--- src/rtl/sr_drv_pkg.sv ---
package sr_drv_pkg;

  // Default sizing shared by the tracker, predictor and top level.
  localparam int SRD_CNT_W   = 10;  // phase counters, saturating
  localparam int SRD_DT_W    = 4;   // dead-time code width
  localparam int SRD_DET_DLY = 4;   // conduction-flag detection delay, clocks

  // Edge events seen in the current clock for one rectifier channel.
  typedef struct packed {
    logic rise;   // primary gate first sampled high
    logic pfall;  // primary gate first sampled low
    logic cfall;  // conduction flag first sampled low
  } edge_flags_t;

  // Rectifier channel index.
  typedef enum logic {
    CH_A = 1'b0,
    CH_B = 1'b1
  } sr_chan_e;

endpackage

--- src/rtl/sr_edge_tracker.sv ---
module sr_edge_tracker
  import sr_drv_pkg::*;
#(
  parameter int CNT_W   = SRD_CNT_W,
  parameter int DET_DLY = SRD_DET_DLY
) (
  input  logic             clk,
  input  logic             rst_n,
  input  logic             en,
  input  logic             pri,
  input  logic             cond,
  output logic [CNT_W-1:0] t_now,
  output logic [CNT_W-1:0] s_now,
  output logic [CNT_W-1:0] len_eff,
  output logic [CNT_W-1:0] lag_eff,
  output logic             pf_act,
  output logic             valid_eff
);

  localparam logic [CNT_W-1:0] CNT_MAX = '1;
  localparam logic [CNT_W-1:0] DLY_C   = CNT_W'(DET_DLY);

  logic             pri_q, cond_q;
  logic             pf_seen, m_seen, armed, valid_q;
  logic [CNT_W-1:0] t_cnt, s_cnt, t_pf;
  logic [CNT_W-1:0] m_len, m_lag, len_q, lag_q;

  edge_flags_t      ev;
  logic             pf_seen_eff, m_seen_eff;
  logic [CNT_W-1:0] pf_stamp, gap, len_meas, lag_meas;

  always_comb begin
    ev.rise  = pri & ~pri_q;
    ev.pfall = ~pri & pri_q;
    ev.cfall = ~cond & cond_q;

    // Phase since primary rise, and clocks since primary fall.
    t_now = ev.rise  ? '0 : t_cnt;
    s_now = ev.pfall ? '0 : s_cnt;

    pf_seen_eff = ev.rise ? 1'b0 : pf_seen;
    m_seen_eff  = ev.rise ? 1'b0 : m_seen;
    pf_act      = ev.pfall | pf_seen_eff;

    pf_stamp = ev.pfall ? t_now : t_pf;
    gap      = t_now - pf_stamp;
    len_meas = (t_now > DLY_C) ? (t_now - DLY_C) : '0;
    lag_meas = (pf_act && (gap > DLY_C)) ? (gap - DLY_C) : '0;

    // At a primary rise the measurement of the cycle just ended is forwarded.
    len_eff   = ev.rise ? (m_seen ? m_len : '0) : len_q;
    lag_eff   = ev.rise ? (m_seen ? m_lag : '0) : lag_q;
    valid_eff = ev.rise ? armed : valid_q;
  end

  always_ff @(posedge clk or negedge rst_n) begin
    if (!rst_n) begin
      pri_q   <= 1'b0;
      cond_q  <= 1'b0;
      pf_seen <= 1'b0;
      m_seen  <= 1'b0;
      armed   <= 1'b0;
      valid_q <= 1'b0;
      t_cnt   <= '0;
      s_cnt   <= '0;
      t_pf    <= '0;
      m_len   <= '0;
      m_lag   <= '0;
      len_q   <= '0;
      lag_q   <= '0;
    end else begin
      pri_q   <= pri;
      cond_q  <= cond;
      t_cnt   <= (t_now == CNT_MAX) ? t_now : t_now + 1'b1;
      s_cnt   <= (s_now == CNT_MAX) ? s_now : s_now + 1'b1;
      t_pf    <= pf_stamp;
      pf_seen <= pf_act;
      if (ev.cfall && !m_seen_eff) begin
        m_len <= len_meas;
        m_lag <= lag_meas;
      end
      m_seen <= m_seen_eff | ev.cfall;
      if (ev.rise) begin
        len_q   <= len_eff;
        lag_q   <= lag_eff;
        valid_q <= armed;
        armed   <= 1'b1;
      end
      if (!en) begin
        armed   <= 1'b0;
        valid_q <= 1'b0;
        m_seen  <= 1'b0;
      end
    end
  end

endmodule

--- src/rtl/sr_pulse_predictor.sv ---
module sr_pulse_predictor
  import sr_drv_pkg::*;
#(
  parameter int CNT_W = SRD_CNT_W,
  parameter int DT_W  = SRD_DT_W
) (
  input  logic             en,
  input  logic             hold_off,
  input  logic             pri,
  input  logic             pf_act,
  input  logic             valid_eff,
  input  logic [CNT_W-1:0] t_now,
  input  logic [CNT_W-1:0] s_now,
  input  logic [CNT_W-1:0] len_eff,
  input  logic [CNT_W-1:0] lag_eff,
  input  logic [DT_W:0]    dead,
  output logic             raw_on
);

  localparam int WW = CNT_W + 2;

  logic [WW-1:0] t_w, s_w, len_w, lag_w, dt_w, ext_w;
  logic          win_len, win_pri;

  always_comb begin
    t_w   = {2'b00, t_now};
    s_w   = {2'b00, s_now};
    len_w = {2'b00, len_eff};
    lag_w = {2'b00, lag_eff};
    dt_w  = {{(WW-DT_W-1){1'b0}}, dead};

    // Window 1: previous conduction length, trimmed at both ends.
    win_len = (t_w >= dt_w) && ((t_w + dt_w) < len_w);

    // Window 2: primary gate stretched by the previous turn-off lag.
    ext_w   = (lag_w > dt_w) ? (lag_w - dt_w) : '0;
    win_pri = pri | (pf_act & (s_w < ext_w));

    raw_on = en & valid_eff & ~hold_off & win_len & win_pri;
  end

endmodule

--- src/rtl/sr_interlock.sv ---
module sr_interlock (
  input  logic clk,
  input  logic rst_n,
  input  logic req_a,
  input  logic req_b,
  output logic gate_a,
  output logic gate_b
);

  logic next_a, next_b;

  always_comb begin
    next_a = req_a & ~gate_b;
    next_b = req_b & ~gate_a & ~next_a;
  end

  always_ff @(posedge clk or negedge rst_n) begin
    if (!rst_n) begin
      gate_a <= 1'b0;
      gate_b <= 1'b0;
    end else begin
      gate_a <= next_a;
      gate_b <= next_b;
    end
  end

endmodule

--- src/rtl/sr_dual_edge_drv.sv ---
module sr_dual_edge_drv
  import sr_drv_pkg::*;
#(
  parameter int CNT_W   = SRD_CNT_W,
  parameter int DT_W    = SRD_DT_W,
  parameter int DET_DLY = SRD_DET_DLY
) (
  input  logic            clk,
  input  logic            rst_n,
  input  logic            sr_en,
  input  logic            pwm_mode,
  input  logic            sr_skip,
  input  logic            sr_shrink,
  input  logic [DT_W-1:0] dt_code,
  input  logic            pri_gate_a,
  input  logic            pri_gate_b,
  input  logic            cond_a,
  input  logic            cond_b,
  output logic            sr_gate_a,
  output logic            sr_gate_b
);

  localparam int NCH = 2;

  logic [DT_W:0]      dead;
  logic               hold_off;
  logic [NCH-1:0]     pri_v, cond_v, raw_v, pf_v, valid_v;
  logic [CNT_W-1:0]   t_v   [NCH];
  logic [CNT_W-1:0]   s_v   [NCH];
  logic [CNT_W-1:0]   len_v [NCH];
  logic [CNT_W-1:0]   lag_v [NCH];

  always_comb begin
    dead     = sr_shrink ? {dt_code, 1'b0} : {1'b0, dt_code};
    hold_off = pwm_mode | sr_skip;
    pri_v[CH_A]  = pri_gate_a;
    pri_v[CH_B]  = pri_gate_b;
    cond_v[CH_A] = cond_a;
    cond_v[CH_B] = cond_b;
  end

  for (genvar ch = 0; ch < NCH; ch++) begin : g_chan
    sr_edge_tracker #(
      .CNT_W   (CNT_W),
      .DET_DLY (DET_DLY)
    ) u_track (
      .clk       (clk),
      .rst_n     (rst_n),
      .en        (sr_en),
      .pri       (pri_v[ch]),
      .cond      (cond_v[ch]),
      .t_now     (t_v[ch]),
      .s_now     (s_v[ch]),
      .len_eff   (len_v[ch]),
      .lag_eff   (lag_v[ch]),
      .pf_act    (pf_v[ch]),
      .valid_eff (valid_v[ch])
    );

    sr_pulse_predictor #(
      .CNT_W (CNT_W),
      .DT_W  (DT_W)
    ) u_pred (
      .en        (sr_en),
      .hold_off  (hold_off),
      .pri       (pri_v[ch]),
      .pf_act    (pf_v[ch]),
      .valid_eff (valid_v[ch]),
      .t_now     (t_v[ch]),
      .s_now     (s_v[ch]),
      .len_eff   (len_v[ch]),
      .lag_eff   (lag_v[ch]),
      .dead      (dead),
      .raw_on    (raw_v[ch])
    );
  end

  sr_interlock u_lock (
    .clk    (clk),
    .rst_n  (rst_n),
    .req_a  (raw_v[CH_A]),
    .req_b  (raw_v[CH_B]),
    .gate_a (sr_gate_a),
    .gate_b (sr_gate_b)
  );

endmodule

--- config.mk ---
export PLATFORM = sky130hd
export DESIGN_NAME = sr_dual_edge_drv
export DESIGN_NICKNAME = d
export VERILOG_FILES = /design/src/rtl/sr_drv_pkg.sv /design/src/rtl/sr_edge_tracker.sv /design/src/rtl/sr_pulse_predictor.sv /design/src/rtl/sr_interlock.sv /design/src/rtl/sr_dual_edge_drv.sv
export SDC_FILE = /design/constraint.sdc
export NUM_CORES = 1
export LEC_CHECK = 0
export BUFFER_PORTS_ARGS = -buffer_cell sky130_fd_sc_hd__buf_2
export CAP_MARGIN = 20
export CORE_MARGIN = 4
export CORE_UTILIZATION = 25
export CTS_CLUSTER_SIZE = 12
export DETAILED_ROUTE_END_ITERATION = 8
export GPL_TIMING_DRIVEN = 0
export PLACE_DENSITY_LB_ADDON = 0.08
export SYNTH_ARGS = -nofsm -noshare
export SYNTH_HDL_FRONTEND = slang
export SYNTH_HIERARCHICAL = 1
export SYNTH_SLANG_ARGS = --single-unit
--- constraint.sdc ---
create_clock -name clk -period 5.3 [get_ports clk]
set_input_delay 0.795 -clock clk [delete_from_list [all_inputs] [get_ports clk]]
set_output_delay 0.795 -clock clk [all_outputs]
set_load 0.05 [all_outputs]
**Word-level counts from Yosys, hierarchy flattened**

Index checks and enable logic that the tools add are counted.
Widths: inputs -> output; s select.

- Register bits: 154

- Reductions and logical operators: 8
- Bitwise operators: 36
- Mux-type cells: 39
- Add/subtract/negate cells: 14
- Equality and inequality tests: 6
- Order comparisons: 12

Operators by type and width:

| cell | number |
|---|---|
| $mux 10 | 22 |
| $add 10x1->10 const B | 4 |
| $eq 10x10->1 const B | 4 |
| $gt 10x3->1 const B | 4 |
| $sub 10x3->10 const B | 4 |
| $lt 10x12->1 | 2 |
| $lt 12x10->1 | 2 |
| $mux 12 | 2 |
| $add 10x5->11 | 2 |
| $sub 10x5->11 | 2 |
| $ge 10x5->1 | 2 |
| $gt 10x5->1 | 2 |
| $sub 10x10->10 | 2 |
| $and 1x1->1 | 19 |
| $mux 1 | 14 |
| $not 1->1 | 10 |
| $or 1x1->1 | 7 |
| $logic_and 1x1->1 | 6 |
| $mux 5 | 1 |
| $ne 2x1->1 const B | 2 |
| $logic_not 1->1 | 2 |

**Depth between registers and ports, before layout**

- Word-level depth: 12
- Gate-level depth with buffers: 23
- Mapped depth without buffers: 20

**Cells and area by module**

The synthesis kept the hierarchy.

By module, submodules not included:

| module | instances | area each (um^2) | cells each | sequential area each (um^2) |
|---|---|---|---|---|
| sr_edge_tracker at g_chan[0].u_track | 1 | 4,140.2 | 460 | 1,901.8 |
| sr_edge_tracker at g_chan[1].u_track | 1 | 4,116.4 | 458 | 1,901.8 |
| sr_pulse_predictor at g_chan[0].u_pred | 1 | 1,351.3 | 182 | 0.0 |
| sr_pulse_predictor at g_chan[1].u_pred | 1 | 1,342.5 | 181 | 0.0 |
| sr_interlock | 1 | 76.3 | 4 | 50.0 |
| sr_dual_edge_drv | 1 | 56.3 | 6 | 0.0 |

**Worst setup path after synthesis**

No wires, ideal clock.

- Path kind: input to register
- Start point: input pri_gate_a
- End point: register u_lock.gate_b
- Data required time: 5.158 ns
- Path slack: 0.624 ns
- Cell stages on the path: 21
- Path buffers: 4
- Arrival time: 4.534 ns
- Path through: nand2b_1 -> buf_2 -> clkbuf_1 -> buf_1 -> nand2_1 -> nand2_1 -> ha_1 -> nor2b_1 -> o31a_1 -> o31a_1 -> or3_1 -> buf_6 -> o21ai_2 -> ha_1 -> and3_1 -> a221oi_1 -> o21ai_0 -> a31o_1 -> a211oi_2 -> nor2b_4 -> nor3b_2

RTL lines:

| what | line | text |
|---|---|---|
| from (decl) | sr_dual_edge_drv.sv:15 | `input logic pri_gate_a,` |
| to (signal assigned) | sr_interlock.sv:23 | `gate_b <= next_b;` |
| to (decl) | sr_interlock.sv:7 | `output logic gate_b` |

==> flow_metrics.py <==
metrics = {
    "status": {
        "status": "complete, no violations",
    },
    "timing": {
        "setup-violations-final": 0,
        "maxSlewViolCount": 0,
        "rsz0062_at_grt": "false",
        "min_period_ns": 5.001,
        "hold_viol_final": 0,
        "clock_skew_ns": 0.01008,
        "period_share": 0.9436,
        "slew-limit-headroom": 0.4799,
        "fmax_mhz": 200.0,
        "finalWorstSetupSlack_ns": 0.2989,
        "tightest_slew_ns": 0.7765,
        "fin_hold_ws_ns": 0.2747,
    },
    "pwr": {
        "power.density_mw_per_mm2": 421.9,
        "p_leak_nw": 6.062,
        "total_power_mw": 5.299,
        "ir_drop_v": 0.0001905,
    },
    "drt": {
        "antenna_left": 0,
        "via_per_inst": 4.606,
        "drc": 0,
        "vias": 8861,
        "wire_per_inst_microns": 16.67,
        "drtIter0Drc": 531,
        "firstDrtPassIters": 5,
        "wl_microns": 32080,
    },
    "worst_setup_path": {
        "crit_type": "primary input to flop",
        "cp_max_fo": 10,
        "r2r_cells": 20,
        "crit_path_start": "pri_gate_a",
        "slowest_stage": "or3_1",
        "rr_startpoint": "g_chan[0].u_track/pri_q$_DFF_PN0_",
        "cpPeakStageDelay_ns": 0.32,
        "cp.required_ns": 5.67,
        "critPathCaptureType": "flop",
        "critPathLaunchType": "primary input",
        "path_cells": "buf_2, and2b_1, buf_2, clkbuf_2, nand3_1, nand2_1, ha_1, nor2b_1, o31a_1, o31a_1, or3_1, buf_6, o21ai_2, ha_1, and3_1, a221oi_1, o21ai_0, a31o_1, a211oi_2, nor2b_4, nor3b_2",
        "worstPathArrival_ns": 5.37,
        "rrSetupSlack_ns": 0.33,
    },
    "clock_tree": {
        "root_buffer": "clkbuf_16",
        "postCtsSetupBuffers": 0,
        "htreeDepth": 4,
        "cts_tree": "yes",
        "cts_inserted_buffers": 17,
        "clkLatencyLatePin_ns": 0.47,
        "clk_pin_slew_ns": 0.07,
        "cts_buffer_depth": 2,
        "cts.sinks": 154,
    },
    "die": {
        "initial_utilization": 0.2550,
        "die_x_microns": 218.6,
        "rows": 76,
        "pin_count": 16,
        "die_area_sq_mm": 0.04776,
        "core-area_sq_mm": 0.04346,
        "die_h_microns": 218.6,
    },
    "yosys": {
        "synth-async-reset-ratio": 1.000,
        "netlist_area_sq_mm": 0.01108,
        "syn-num-nets": 1397,
        "syn_inst": 1291,
        "synth_seq_cells": 154,
        "synth-seq-area-share": 0.3477,
        "avgSynthCellArea_sq_um": 8.585,
        "yosys.cell_types.count": 101,
        "synth_edf_count": 0,
        "ys.flop_type": "dfrtp_1",
        "yosysWarnings": 6,
    },
    "global_route": {
        "met3_usage": 0.02475,
        "grt_overflow": 0,
        "grt.total_usage": 0.1414,
        "grtUsageMet1": 0.1877,
        "grt_pass1_vias": 8935,
        "use_met2": 0.2345,
        "grt_first_pass_wirelength_microns": 51560,
        "top_usage_layer": "met2",
        "grt_antenna_before_repair": 0,
        "grt_max_degree": 82,
    },
    "finish": {
        "fin_area_sq_mm": 0.01256,
        "diodes": 0,
        "final_cell_mix": "nand2_1 (266), dfrtp_1 (154), ha_1 (88)",
        "drive_above_1_share": 0.1038,
        "fin_cells": 1924,
        "final_nets": 1432,
        "final_common_cell": "nand2_1",
        "n_fill_cell": 4710,
        "area_growth_pct": 13.32,
    },
    "worst_hold_path": {
        "hold_path.class": "primary input to asynchronous set/reset pin",
    },
    "placement": {
        "dp_cells": 1893,
        "place.port_buffers": 15,
        "placed_cell_area_sq_mm": 0.01194,
        "place.detailed.hpwl_microns": 25050,
        "dp_slack_ns": -0.6283,
        "gp_congestion": 0.7782,
    },
    "run": {
        "maxCapViolCount": 0,
    },
}
-- report_power, final --
group	total, mW	internal [mW]	switching (mW)
Combinational	2.46	0.999	1.46
Sequential	1.54	1.40	0.141
Clock	1.30	0.713	0.589
-- cell usage after synthesis, types with 8 or more instances --
| library cell | count | area (sq um) |
|---|---|---|
| nand4_1 | 13 | 81.33 |
| nand2b_1 | 25 | 156.4 |
| mux2_2 | 8 | 90.09 |
| a21oi_1 | 38 | 190.2 |
| o31ai_1 | 18 | 135.1 |
| o21ai_1 | 13 | 65.06 |
| xnor2_1 | 41 | 359.1 |
| xor2_1 | 28 | 245.2 |
| nor2b_1 | 15 | 93.84 |
| nor2_1 | 64 | 240.2 |
| clkbuf_1 | 31 | 116.4 |
| dfrtp_1 | 154 | 3854 |
| nor4_1 | 10 | 62.56 |
| a31oi_1 | 11 | 68.82 |
| o21ai_0 | 43 | 215.2 |
| inv_1 | 82 | 307.8 |
| a21o_1 | 10 | 75.07 |
| nor3_1 | 24 | 120.1 |
| o211ai_1 | 12 | 90.09 |
| nand3_1 | 72 | 360.4 |
| ha_1 | 88 | 1101 |
| and2_1 | 28 | 175.2 |
| nand2_1 | 266 | 998.5 |
| o21a_1 | 16 | 120.1 |
-- repair_timing --
action / 4_1_cts / 5_1_grt
hold buffers: 0 / 0
gates resized for setup: 1 / 5
setup endpoints to repair: 2 / 2
-- per-stage QoR --
| stage | utilization | TNS (ns) |
|---|---|---|
| floorplan | - | 0 |
| global placement | 0.2736 | -1.278 |
| detailed placement | 0.2748 | -1.164 |
| CTS | 0.2887 | 0 |
| global route | 0.2890 | 0 |
| finish | 0.2890 | 0 |
-- kinds of logic after synthesis --
group	count (synthesis)	share of synthesized area
buf+inv	133	0.04956
simple gates	584	0.2644
flops	154	0.3477
compound gates	242	0.1609
fa+ha+maj	94	0.1085
xor+xnor	69	0.05453
mux	15	0.01445
-- worst max-delay path, delay by kind of cell --
family | cells | cell delay [ns]
compound gates | 7 | 1.55
simple gates | 8 | 1.54
buf+inv | 4 | 0.94
fa+ha+maj | 2 | 0.51
-- per-layer routing --
| layer | vias up | wire, microns |
|---|---|---|
| met4 | 0 | 434 |
| li1 | 4565 | - |
| met1 | 4210 | 15460 |
| met5 | - | 0 |
| met3 | 19 | 612 |
| met2 | 67 | 15570 |
-- path summary, 6_finish.rpt --
path                                                     endpoint
max                                       u_lock/gate_b$_DFF_PN0_
min                           g_chan[1].u_track/t_pf[8]$_DFF_PN0_
max reg2reg                               u_lock/gate_b$_DFF_PN0_
min reg2reg                               u_lock/gate_b$_DFF_PN0_
max in group asynchronous  g_chan[0].u_track/m_lag[0]$_DFFE_PN0P_
min in group clk                          u_lock/gate_b$_DFF_PN0_
-- cell type report --
type | count | area [sq um] | share of cell area
clock inverters | 15 | 176.4 | 0.01405
flip-flops and latches | 154 | 3854 | 0.3068
well taps | 585 | 732.0 | 0.05828
repair buffers | 17 | 120.1 | 0.009564
multi-input cells | 1004 | 6700 | 0.5335
plain buffers | 49 | 240.2 | 0.01913
inverters | 83 | 311.5 | 0.02481
clock buffers | 17 | 425.4 | 0.03387
-- flip-flops by register name (all words and copies together) (netlist names) --
register and flops:
u_lock/gate_b 1, g_chan.u_track/t_cnt 20, g_chan.u_track/pri_q 2, g_chan.u_track/armed 2
g_chan.u_track/m_len 20, g_chan.u_track/pf_seen 2, g_chan.u_track/m_seen 2, g_chan.u_track/len_q 20
g_chan.u_track/t_pf 20, g_chan.u_track/m_lag 20, g_chan.u_track/s_cnt 20, u_lock/gate_a 1
g_chan.u_track/lag_q 20, g_chan.u_track/valid_q 2, g_chan.u_track/cond_q 2
Note: power is estimated with default switching activity, not from simulation.
